==> config.mk <==
export PLATFORM = sky130hd
export DESIGN_NAME = ds3_nib_payload_if
export DESIGN_NICKNAME = d
export VERILOG_FILES = /design/src/rtl/ds3_nib_pkg.sv /design/src/rtl/ds3_frame_timer.sv /design/src/rtl/ds3_strobe_gen.sv /design/src/rtl/ds3_nib_sampler.sv /design/src/rtl/ds3_nib_payload_if.sv
export SDC_FILE = /design/constraint.sdc
export NUM_CORES = 1
export LEC_CHECK = 0
export BUFFER_PORTS_ARGS = -buffer_cell sky130_fd_sc_hd__buf_2
export CELL_PAD_IN_SITES_DETAIL_PLACEMENT = 2
export CELL_PAD_IN_SITES_GLOBAL_PLACEMENT = 2
export CORE_MARGIN = 4
export CORE_UTILIZATION = 39
export DETAILED_ROUTE_END_ITERATION = 12
export PLACE_DENSITY = 0.89
export SYNTH_ARGS = -nofsm -noshare
export SYNTH_HDL_FRONTEND = slang
export SYNTH_SLANG_ARGS = --single-unit
==> constraint.sdc <==
create_clock -name clk -period 4.5 [get_ports clk]
set_clock_uncertainty 0.15 [all_clocks]
set_input_delay 0.45 -clock clk [delete_from_list [all_inputs] [get_ports clk]]
set_output_delay 0.45 -clock clk [all_outputs]
set_load 0.01 [all_outputs]
==> src/rtl/ds3_nib_pkg.sv <==
package ds3_nib_pkg;

  // Default frame geometry (7 x 8 blocks of 1 overhead + 21 nibbles)
  localparam int DEF_SUBFRAMES  = 7;
  localparam int DEF_BLOCKS     = 8;
  localparam int DEF_NIBS_BLK   = 21;
  localparam int DEF_NIB_W      = 4;
  localparam int DEF_SAMPLE_DLY = 3;

  // What the current bit-clock cycle carries
  typedef enum logic [1:0] {
    SLOT_OH   = 2'd0,  // overhead bit slot
    SLOT_REQ  = 2'd1,  // first cycle of a payload nibble: request it
    SLOT_HOLD = 2'd2   // remaining cycles of a payload nibble
  } slot_e;

endpackage

==> src/rtl/ds3_frame_timer.sv <==
module ds3_frame_timer
  import ds3_nib_pkg::*;
#(
  parameter int SUBFRAMES = DEF_SUBFRAMES,
  parameter int BLOCKS    = DEF_BLOCKS,
  parameter int NIBS_BLK  = DEF_NIBS_BLK,
  parameter int NIB_W     = DEF_NIB_W,
  localparam int SF_W     = (SUBFRAMES > 1) ? $clog2(SUBFRAMES) : 1,
  localparam int BLK_W    = (BLOCKS > 1) ? $clog2(BLOCKS) : 1,
  localparam int NIDX_W   = (NIBS_BLK > 1) ? $clog2(NIBS_BLK) : 1,
  localparam int PH_W     = (NIB_W > 1) ? $clog2(NIB_W) : 1
) (
  input  logic             clk,
  input  logic             rst,
  output slot_e            slot_o,
  output logic             last_nib_o,
  output logic [SF_W-1:0]  sf_o,
  output logic [BLK_W-1:0] blk_o
);

  localparam logic [PH_W-1:0]   PH_LAST   = PH_W'(NIB_W - 1);
  localparam logic [NIDX_W-1:0] NIDX_LAST = NIDX_W'(NIBS_BLK - 1);
  localparam logic [BLK_W-1:0]  BLK_LAST  = BLK_W'(BLOCKS - 1);
  localparam logic [SF_W-1:0]   SF_LAST   = SF_W'(SUBFRAMES - 1);

  logic              oh_q;
  logic [PH_W-1:0]   ph_q;
  logic [NIDX_W-1:0] nidx_q;
  logic [BLK_W-1:0]  blk_q;
  logic [SF_W-1:0]   sf_q;

  always_ff @(posedge clk) begin
    if (rst) begin
      oh_q   <= 1'b1;
      ph_q   <= '0;
      nidx_q <= '0;
      blk_q  <= '0;
      sf_q   <= '0;
    end else if (oh_q) begin
      oh_q   <= 1'b0;
      ph_q   <= '0;
      nidx_q <= '0;
    end else if (ph_q != PH_LAST) begin
      ph_q <= ph_q + 1'b1;
    end else begin
      ph_q <= '0;
      if (nidx_q != NIDX_LAST) begin
        nidx_q <= nidx_q + 1'b1;
      end else begin
        nidx_q <= '0;
        oh_q   <= 1'b1;
        if (blk_q != BLK_LAST) begin
          blk_q <= blk_q + 1'b1;
        end else begin
          blk_q <= '0;
          sf_q  <= (sf_q != SF_LAST) ? sf_q + 1'b1 : '0;
        end
      end
    end
  end

  always_comb begin
    if (oh_q)              slot_o = SLOT_OH;
    else if (ph_q == '0)   slot_o = SLOT_REQ;
    else                   slot_o = SLOT_HOLD;
  end

  assign last_nib_o = (nidx_q == NIDX_LAST) && (blk_q == BLK_LAST) && (sf_q == SF_LAST);
  assign sf_o       = sf_q;
  assign blk_o      = blk_q;

endmodule

==> src/rtl/ds3_strobe_gen.sv <==
module ds3_strobe_gen
  import ds3_nib_pkg::*;
#(
  parameter int POS_W = 6
) (
  input  logic             clk,
  input  logic             rst,
  input  slot_e            slot_i,
  input  logic             last_nib_i,
  input  logic [POS_W-1:0] pos_i,
  output logic             strobe_o,
  output logic             frame_o,
  output logic             oh_o,
  output logic [POS_W-1:0] pos_o
);

  always_ff @(posedge clk) begin
    if (rst) begin
      strobe_o <= 1'b0;
      frame_o  <= 1'b0;
      oh_o     <= 1'b0;
      pos_o    <= '0;
    end else begin
      strobe_o <= (slot_i == SLOT_REQ);
      frame_o  <= (slot_i == SLOT_REQ) && last_nib_i;
      oh_o     <= (slot_i == SLOT_OH);
      if (slot_i == SLOT_REQ) pos_o <= pos_i;
    end
  end

endmodule

==> src/rtl/ds3_nib_sampler.sv <==
module ds3_nib_sampler #(
  parameter int NIB_W      = 4,
  parameter int POS_W      = 6,
  parameter int SAMPLE_DLY = 3,
  localparam int STAGES    = SAMPLE_DLY - 1
) (
  input  logic             clk,
  input  logic             rst,
  input  logic             strobe_i,
  input  logic [POS_W-1:0] pos_i,
  input  logic [NIB_W-1:0] nib_i,
  output logic             valid_o,
  output logic [NIB_W-1:0] nib_o,
  output logic [POS_W-1:0] pos_o
);

  logic             take;
  logic [POS_W-1:0] take_pos;

  generate
    if (STAGES == 0) begin : g_direct
      assign take     = strobe_i;
      assign take_pos = pos_i;
    end else begin : g_delay
      logic [STAGES-1:0] vld_q;
      logic [POS_W-1:0]  pos_q [STAGES];
      for (genvar s = 0; s < STAGES; s++) begin : g_stage
        always_ff @(posedge clk) begin
          if (rst) begin
            vld_q[s] <= 1'b0;
            pos_q[s] <= '0;
          end else if (s == 0) begin
            vld_q[s] <= strobe_i;
            pos_q[s] <= pos_i;
          end else begin
            vld_q[s] <= vld_q[s-1];
            pos_q[s] <= pos_q[s-1];
          end
        end
      end
      assign take     = vld_q[STAGES-1];
      assign take_pos = pos_q[STAGES-1];
    end
  endgenerate

  always_ff @(posedge clk) begin
    if (rst) begin
      valid_o <= 1'b0;
      nib_o   <= '0;
      pos_o   <= '0;
    end else begin
      valid_o <= take;
      if (take) begin
        nib_o <= nib_i;
        pos_o <= take_pos;
      end
    end
  end

endmodule

==> src/rtl/ds3_nib_payload_if.sv <==
module ds3_nib_payload_if
  import ds3_nib_pkg::*;
#(
  parameter int SUBFRAMES  = DEF_SUBFRAMES,
  parameter int BLOCKS     = DEF_BLOCKS,
  parameter int NIBS_BLK   = DEF_NIBS_BLK,
  parameter int NIB_W      = DEF_NIB_W,
  parameter int SAMPLE_DLY = DEF_SAMPLE_DLY,
  localparam int SF_W      = (SUBFRAMES > 1) ? $clog2(SUBFRAMES) : 1,
  localparam int BLK_W     = (BLOCKS > 1) ? $clog2(BLOCKS) : 1
) (
  input  logic             clk,
  input  logic             rst,
  input  logic [NIB_W-1:0] nib_i,
  output logic             nib_strobe_o,
  output logic             frame_o,
  output logic             oh_slot_o,
  output logic             pay_valid_o,
  output logic [NIB_W-1:0] pay_nib_o,
  output logic [SF_W-1:0]  pay_sf_o,
  output logic [BLK_W-1:0] pay_blk_o
);

  localparam int POS_W = SF_W + BLK_W;

  slot_e            slot;
  logic             last_nib;
  logic [SF_W-1:0]  tm_sf;
  logic [BLK_W-1:0] tm_blk;
  logic [POS_W-1:0] req_pos;
  logic [POS_W-1:0] out_pos;

  ds3_frame_timer #(
    .SUBFRAMES(SUBFRAMES), .BLOCKS(BLOCKS), .NIBS_BLK(NIBS_BLK), .NIB_W(NIB_W)
  ) u_timer (
    .clk(clk), .rst(rst), .slot_o(slot), .last_nib_o(last_nib),
    .sf_o(tm_sf), .blk_o(tm_blk)
  );

  ds3_strobe_gen #(.POS_W(POS_W)) u_strobe (
    .clk(clk), .rst(rst), .slot_i(slot), .last_nib_i(last_nib),
    .pos_i({tm_sf, tm_blk}), .strobe_o(nib_strobe_o), .frame_o(frame_o),
    .oh_o(oh_slot_o), .pos_o(req_pos)
  );

  ds3_nib_sampler #(
    .NIB_W(NIB_W), .POS_W(POS_W), .SAMPLE_DLY(SAMPLE_DLY)
  ) u_sampler (
    .clk(clk), .rst(rst), .strobe_i(nib_strobe_o), .pos_i(req_pos),
    .nib_i(nib_i), .valid_o(pay_valid_o), .nib_o(pay_nib_o), .pos_o(out_pos)
  );

  assign pay_sf_o  = out_pos[POS_W-1:BLK_W];
  assign pay_blk_o = out_pos[BLK_W-1:0];

endmodule

### Word level (Yosys, flattened, before mapping)

Memory sizes are Yosys's and may differ from the RTL's. A register that Yosys moved wholly into a read port is not among the register bits.
Index checks and enable logic that the tools add are counted.

* flip-flop bits (word level): 30
* latch bits: 0
* RAM bits: 12
* memory bits (read-only): 0
* input port bits: 6
* output and inout bits: 14
* logic and storage cells: 54
* memories: 1

* $add $sub $neg: 4
* $mul: 0
* div/mod/pow operators: 0
* order comparisons: 0
* equal/unequal tests: 8
* shift operators: 0
* muxes and demuxes: 13
* bitwise gates (word level): 6
* reductions and logical operators: 9

Memories
* u_sampler.g_delay.pos_q: depth 2, bits a word 6, read ports 2, clocked after Yosys merged registers in 1, write ports 2, line ds3_nib_sampler.sv:26 `logic [POS_W-1:0] pos_q [STAGES];`

Operators with widths (count)
* 6-bit two-way mux: 2
* 3-bit by 1-bit adder with 3-bit output, second input constant: 2
* 3-bit equality test, second input constant: 2
* 1-bit two-way mux: 6
* 3-bit two-way mux: 2
* 3-bit inequality test, second input constant: 2
* 5-bit by 1-bit adder with 5-bit output, second input constant: 1
* 5-bit equality test, second input constant: 1
* 5-bit two-way mux: 1
* 5-bit inequality test, second input constant: 1
* 2-bit logical NOT: 2
* 2-bit two-way mux: 2
* 1-bit NOT: 4
* 4-bit AND reduction: 1
* 1-bit logical AND: 3
* 3-bit AND reduction: 1
* 3-bit OR reduction: 1
* 2-bit by 1-bit adder with 2-bit output, second input constant: 1
* 2-bit by 1-bit equality test with 1-bit output, second input constant: 1
* 2-bit inequality test, second input constant: 1
* 1-bit OR: 2
* 2-bit OR reduction: 1

### Longest topological paths before layout

* word-level depth: 5
* depth in mapped cells: 6
* mapped depth without buffers: 5

### Cells and area by module

Synthesis repeated with hierarchy kept, for this count alone.

* cells, all modules: 173
* area, all modules: 1815.5 um2

By module, submodules not included
* ds3_nib_sampler: times used 1, cells each 63, area an instance 753.2 um2, seq. area each 500.5 um2
* ds3_frame_timer: times used 1, cells each 77, area an instance 686.9 um2, seq. area each 280.3 um2
* ds3_strobe_gen: times used 1, cells each 33, area an instance 375.4 um2, seq. area each 180.2 um2

### Least setup slack after synthesis

No wires, ideal clock.

* kind: register -> register
* from: reg u_timer.nidx_q[0]
* to: reg u_timer.sf_q[1] (netlist: u_timer.sf_o[1])
* library setup time: 0.071 ns
* data arrival time: 1.392 ns
* required time: 4.279 ns
* slack: 2.887 ns
* cell stages (with the launch flop): 6
* buffers on the path: 0
* period minus slack after synthesis: 1.613 ns
* cell sequence: dfxtp_1 inv_1 ha_1 nand4b_4 or4b_1 a21oi_1

* word-level cells in the longest chain between the ends: 3

Ends and longest elaborated chain
* start, declared: line ds3_frame_timer.sv:28 `logic [NIDX_W-1:0] nidx_q;`
* start signal, assigned: line ds3_frame_timer.sv:48 `nidx_q <= nidx_q + 1'b1;`
* 5-bit inequality test: line ds3_frame_timer.sv:47 `if (nidx_q != NIDX_LAST) begin`
* 1-bit NOT (no line)
* 4-bit AND reduction (no line)
* end signal, assigned: line ds3_frame_timer.sv:56 `sf_q <= (sf_q != SF_LAST) ? sf_q + 1'b1 : '0;`
* end, declared: line ds3_frame_timer.sv:30 `logic [SF_W-1:0] sf_q;`

No other way between the ends.
A chain may end at the register's enable or synchronous reset.

### Worst setup path after layout

* from: reg u_timer.nidx_q[0]
* to: reg u_timer.sf_q[2] (netlist: u_timer.sf_o[2])

Same word-level chain as after synthesis.

==> impl_metrics.toml <==
[timing]
hold_violations = 0
report.final.slew_viol_count = 0
setup_viol_count_final = 0
fin_crit_sh_pct = 47.5
setup_ws_ns = 2.36
rsz0062_at_grt = "no"
worst_slew_pin_slew_ns = 0.829
finalSetupTns_ns = 0
post-route-min-period_ns = 2.14
max-slew-margin-rel_pct = 44.6
fmax_ghz = 0.468

[global_routing]
grt-ovfl-total = 0
grt_usage_pct = 16.3
grt_max_degree = 40
antenna_found_initial = 0
grt_pass1_wl_um = 6790
grt_pass1_vias = 1363

[cts]
cts_resized = 0
cts_htree_levels = 2
cts.clk_slew.worst_paths_ns = 0.09
cts_tree = "yes"
cts_hold_buf = 0
cts_root_buf = "clkbuf_8"
cts_buffer_depth = 2
cts_sinks = 48
cts_made_buffers = 5
cts_setup_buffers = 0
insertion_delay_ns = 0.30

[yosys]
synth_top_area_cell = "dfxtp_1"
synth-seq-cells = 48
netlist_instances = 170
synth_common_cells = "dfxtp_1, nor2_1, nor2b_1, mux2i_1, a21oi_1"
synth-xor-area-share_pct = 0
synth_compound_area_share_pct = 7.15
yosys_most_used_dff = "dfxtp_1"
syn-num-nets = 182
netlist_area_um2 = 1770
synth_adder_area_share_pct = 4.25
async_reset_ff_share_pct = 0
synth-simple-area-share_pct = 21.5
ys_warn_count = 0
synthMuxAreaShare_pct = 9.70
syn-mean-instance-area_um2 = 10.4
synth.most_common_cell = "dfxtp_1"
synth_edf_count = 0
synth_top_area_share_pct = 54.4
yosysSeqAreaShare_pct = 54.4
synth.distinct_cells = 33
synth_area_leaders = "dfxtp_1, mux2i_1, nor2b_1"
synth_top_family_by_area = "simple AND/OR/NAND/NOR gates"

[power]
peakVddDrop_mv = 0.209
powerDensity_nw_per_um2 = 407
leakagePower_nw = 0.790

[floorplanning]
num_rows = 24
dieArea_um2 = 5670
core_area_um2 = 4380
die_h_um = 75.3
start_util_pct = 40.3
ios = 20
fp.dieW_um = 75.3

[route]
vias = 1263
ant_nets = 0
first_pass_iters = 4
wl_per_cell_um = 17.1
initialDrtViolationCount = 47
routed_wl_um = 4110
via_per_inst = 5.24
drc = 0

[worst_setup_path]
arrival_ns = 2.16
crit_type = "reg2reg"
critPathRequiredTime_ns = 4.52
slowest_stage = "o311ai_0"
crit_chain = "inv_1 -> ha_1 -> nand4bb_1 -> o311ai_0 -> o41ai_1"
worstSetupStartpointType = "flop"
endpoint_kind = "flop"
cp_slowest_stage_delay_ns = 0.59
crit_fanout = 7

[placement]
pre_cts_slack_ns = 2.45
hpwl_um = 2970
place_congestion = 0.734
portBuffers = 19
postPlaceCellArea_um2 = 1900

[run]
drv_cap = 0

[finish]
area_growth_pct = 15.1
final_cell_area_um2 = 2030
diodes = 0
layout-drive-gt1-share_pct = 16.9
fin_nets = 200

[min_path]
min_path_type = "in2reg"

[status]
status = "complete, no violations"
-- cells in the final DEF (no fill, tap or decap) --
| cell | instances |
|---|---|
| or4_1 | 1 |
| bufinv_16 | 2 |
| o41ai_1 | 1 |
| and2_2 | 1 |
| nor3b_1 | 1 |
| nor4_1 | 1 |
| inv_1 | 6 |
| nand3b_1 | 2 |
| clkbuf_8 | 5 |
| nor3_1 | 1 |
| nand3_1 | 4 |
| mux2i_1 | 16 |
| and2_1 | 2 |
| dfxtp_1 | 48 |
| mux2_2 | 1 |
| o21ai_0 | 8 |
| nand2_1 | 4 |
| buf_2 | 19 |
| a2111o_1 | 1 |
| or4b_1 | 2 |
| ha_1 | 6 |
| inv_6 | 1 |
| nand4bb_1 | 1 |
| nor4bb_1 | 1 |
| nand2b_1 | 2 |
| nand4b_1 | 1 |
| o311ai_0 | 1 |
| o31ai_1 | 1 |
| a21oi_1 | 10 |
| nor2b_1 | 18 |
| and4b_2 | 1 |
| nand4b_4 | 1 |
| or2_2 | 1 |
| nor2_1 | 18 |
-- per-stage QoR --
stage	hold slack (ns)	std cells	utilization [%]	power, mW
floorplan	0.264	170	-	0.456
global placement	0.274	233	43.3	0.463
detailed placement	0.289	233	43.3	0.464
CTS	0.243	241	46.4	0.836
global route	0.254	241	46.4	0.860
finish	0.249	241	46.4	0.828
-- where the power goes --
part | switching (mW) | internal, mW
clock | 0.150 | 0.224
sequential | 0.00340 | 0.428
combinational | 0.0135 | 0.00881
total | 0.167 | 0.661
-- worst max-delay path, delay by kind of cell, from the launching register on --
kind                     cells  cell delay (ns)
AO/OA/AOI/OAI                2             0.75
flip-flops                   1             0.35
AND/OR/NAND/NOR              1             0.34
adder cells (fa/ha/maj)      1             0.31
buffers and inverters        1             0.10
-- layout make-up --
type | count | area (um2)
timing repair buffer | 19 | 95.1
tap | 52 | 65.1
clock inverter | 3 | 68.8
multi-input combinational | 108 | 753
clock buffer | 5 | 68.8
inverter | 6 | 22.5
sequential | 48 | 961
fill | 473 | 2350
-- final timing paths --
kind / from / to / slack, ns / cells past startpoint
worst max-delay path: u_timer.nidx_q[0] / u_timer.sf_o[2] / 2.36 / 5
worst min-delay path: nib_i[1] / u_sampler.nib_o[1] / 0.25 / 3
worst max register to register: u_timer.nidx_q[0] / u_timer.sf_o[2] / 2.36 / 5
worst min register to register: u_sampler.g_delay.pos_q[0][2] / u_sampler.g_delay.pos_q[1][2] / 0.30 / 1
-- metal layers --
metal	GRT usage (%)	routed length [um]	up-vias
met4	5.24	55	0
met5	0	0	-
met3	3.96	157	6
met2	30.1	2250	21
li1	-	-	615
met1	18.2	1650	621
-- cell families after synthesis --
kind of cell               Yosys count
buffers and inverters               14
muxes                               17
and+or+nand+nor                     63
adders and majority gates            6
AOI/OAI and AO/OA                   22
DFF                                 48
-- state kept, by name, summed over array words and instances (netlist names) --
name and cells:
u_strobe.frame_o 1, u_timer.ph_q 2, u_timer.sf_o 3, u_sampler.take 1, u_timer.oh_q 1, u_timer.blk_o 3, u_sampler.pos_o 6, u_sampler.g_delay.vld_q 1
u_strobe.oh_o 1, u_strobe.pos_o 6, u_sampler.nib_o 4, u_sampler.g_delay.pos_q 12, u_sampler.valid_o 1, u_timer.nidx_q 5, u_strobe.strobe_o 1
Note: power is estimated with default switching activity, not from simulation.
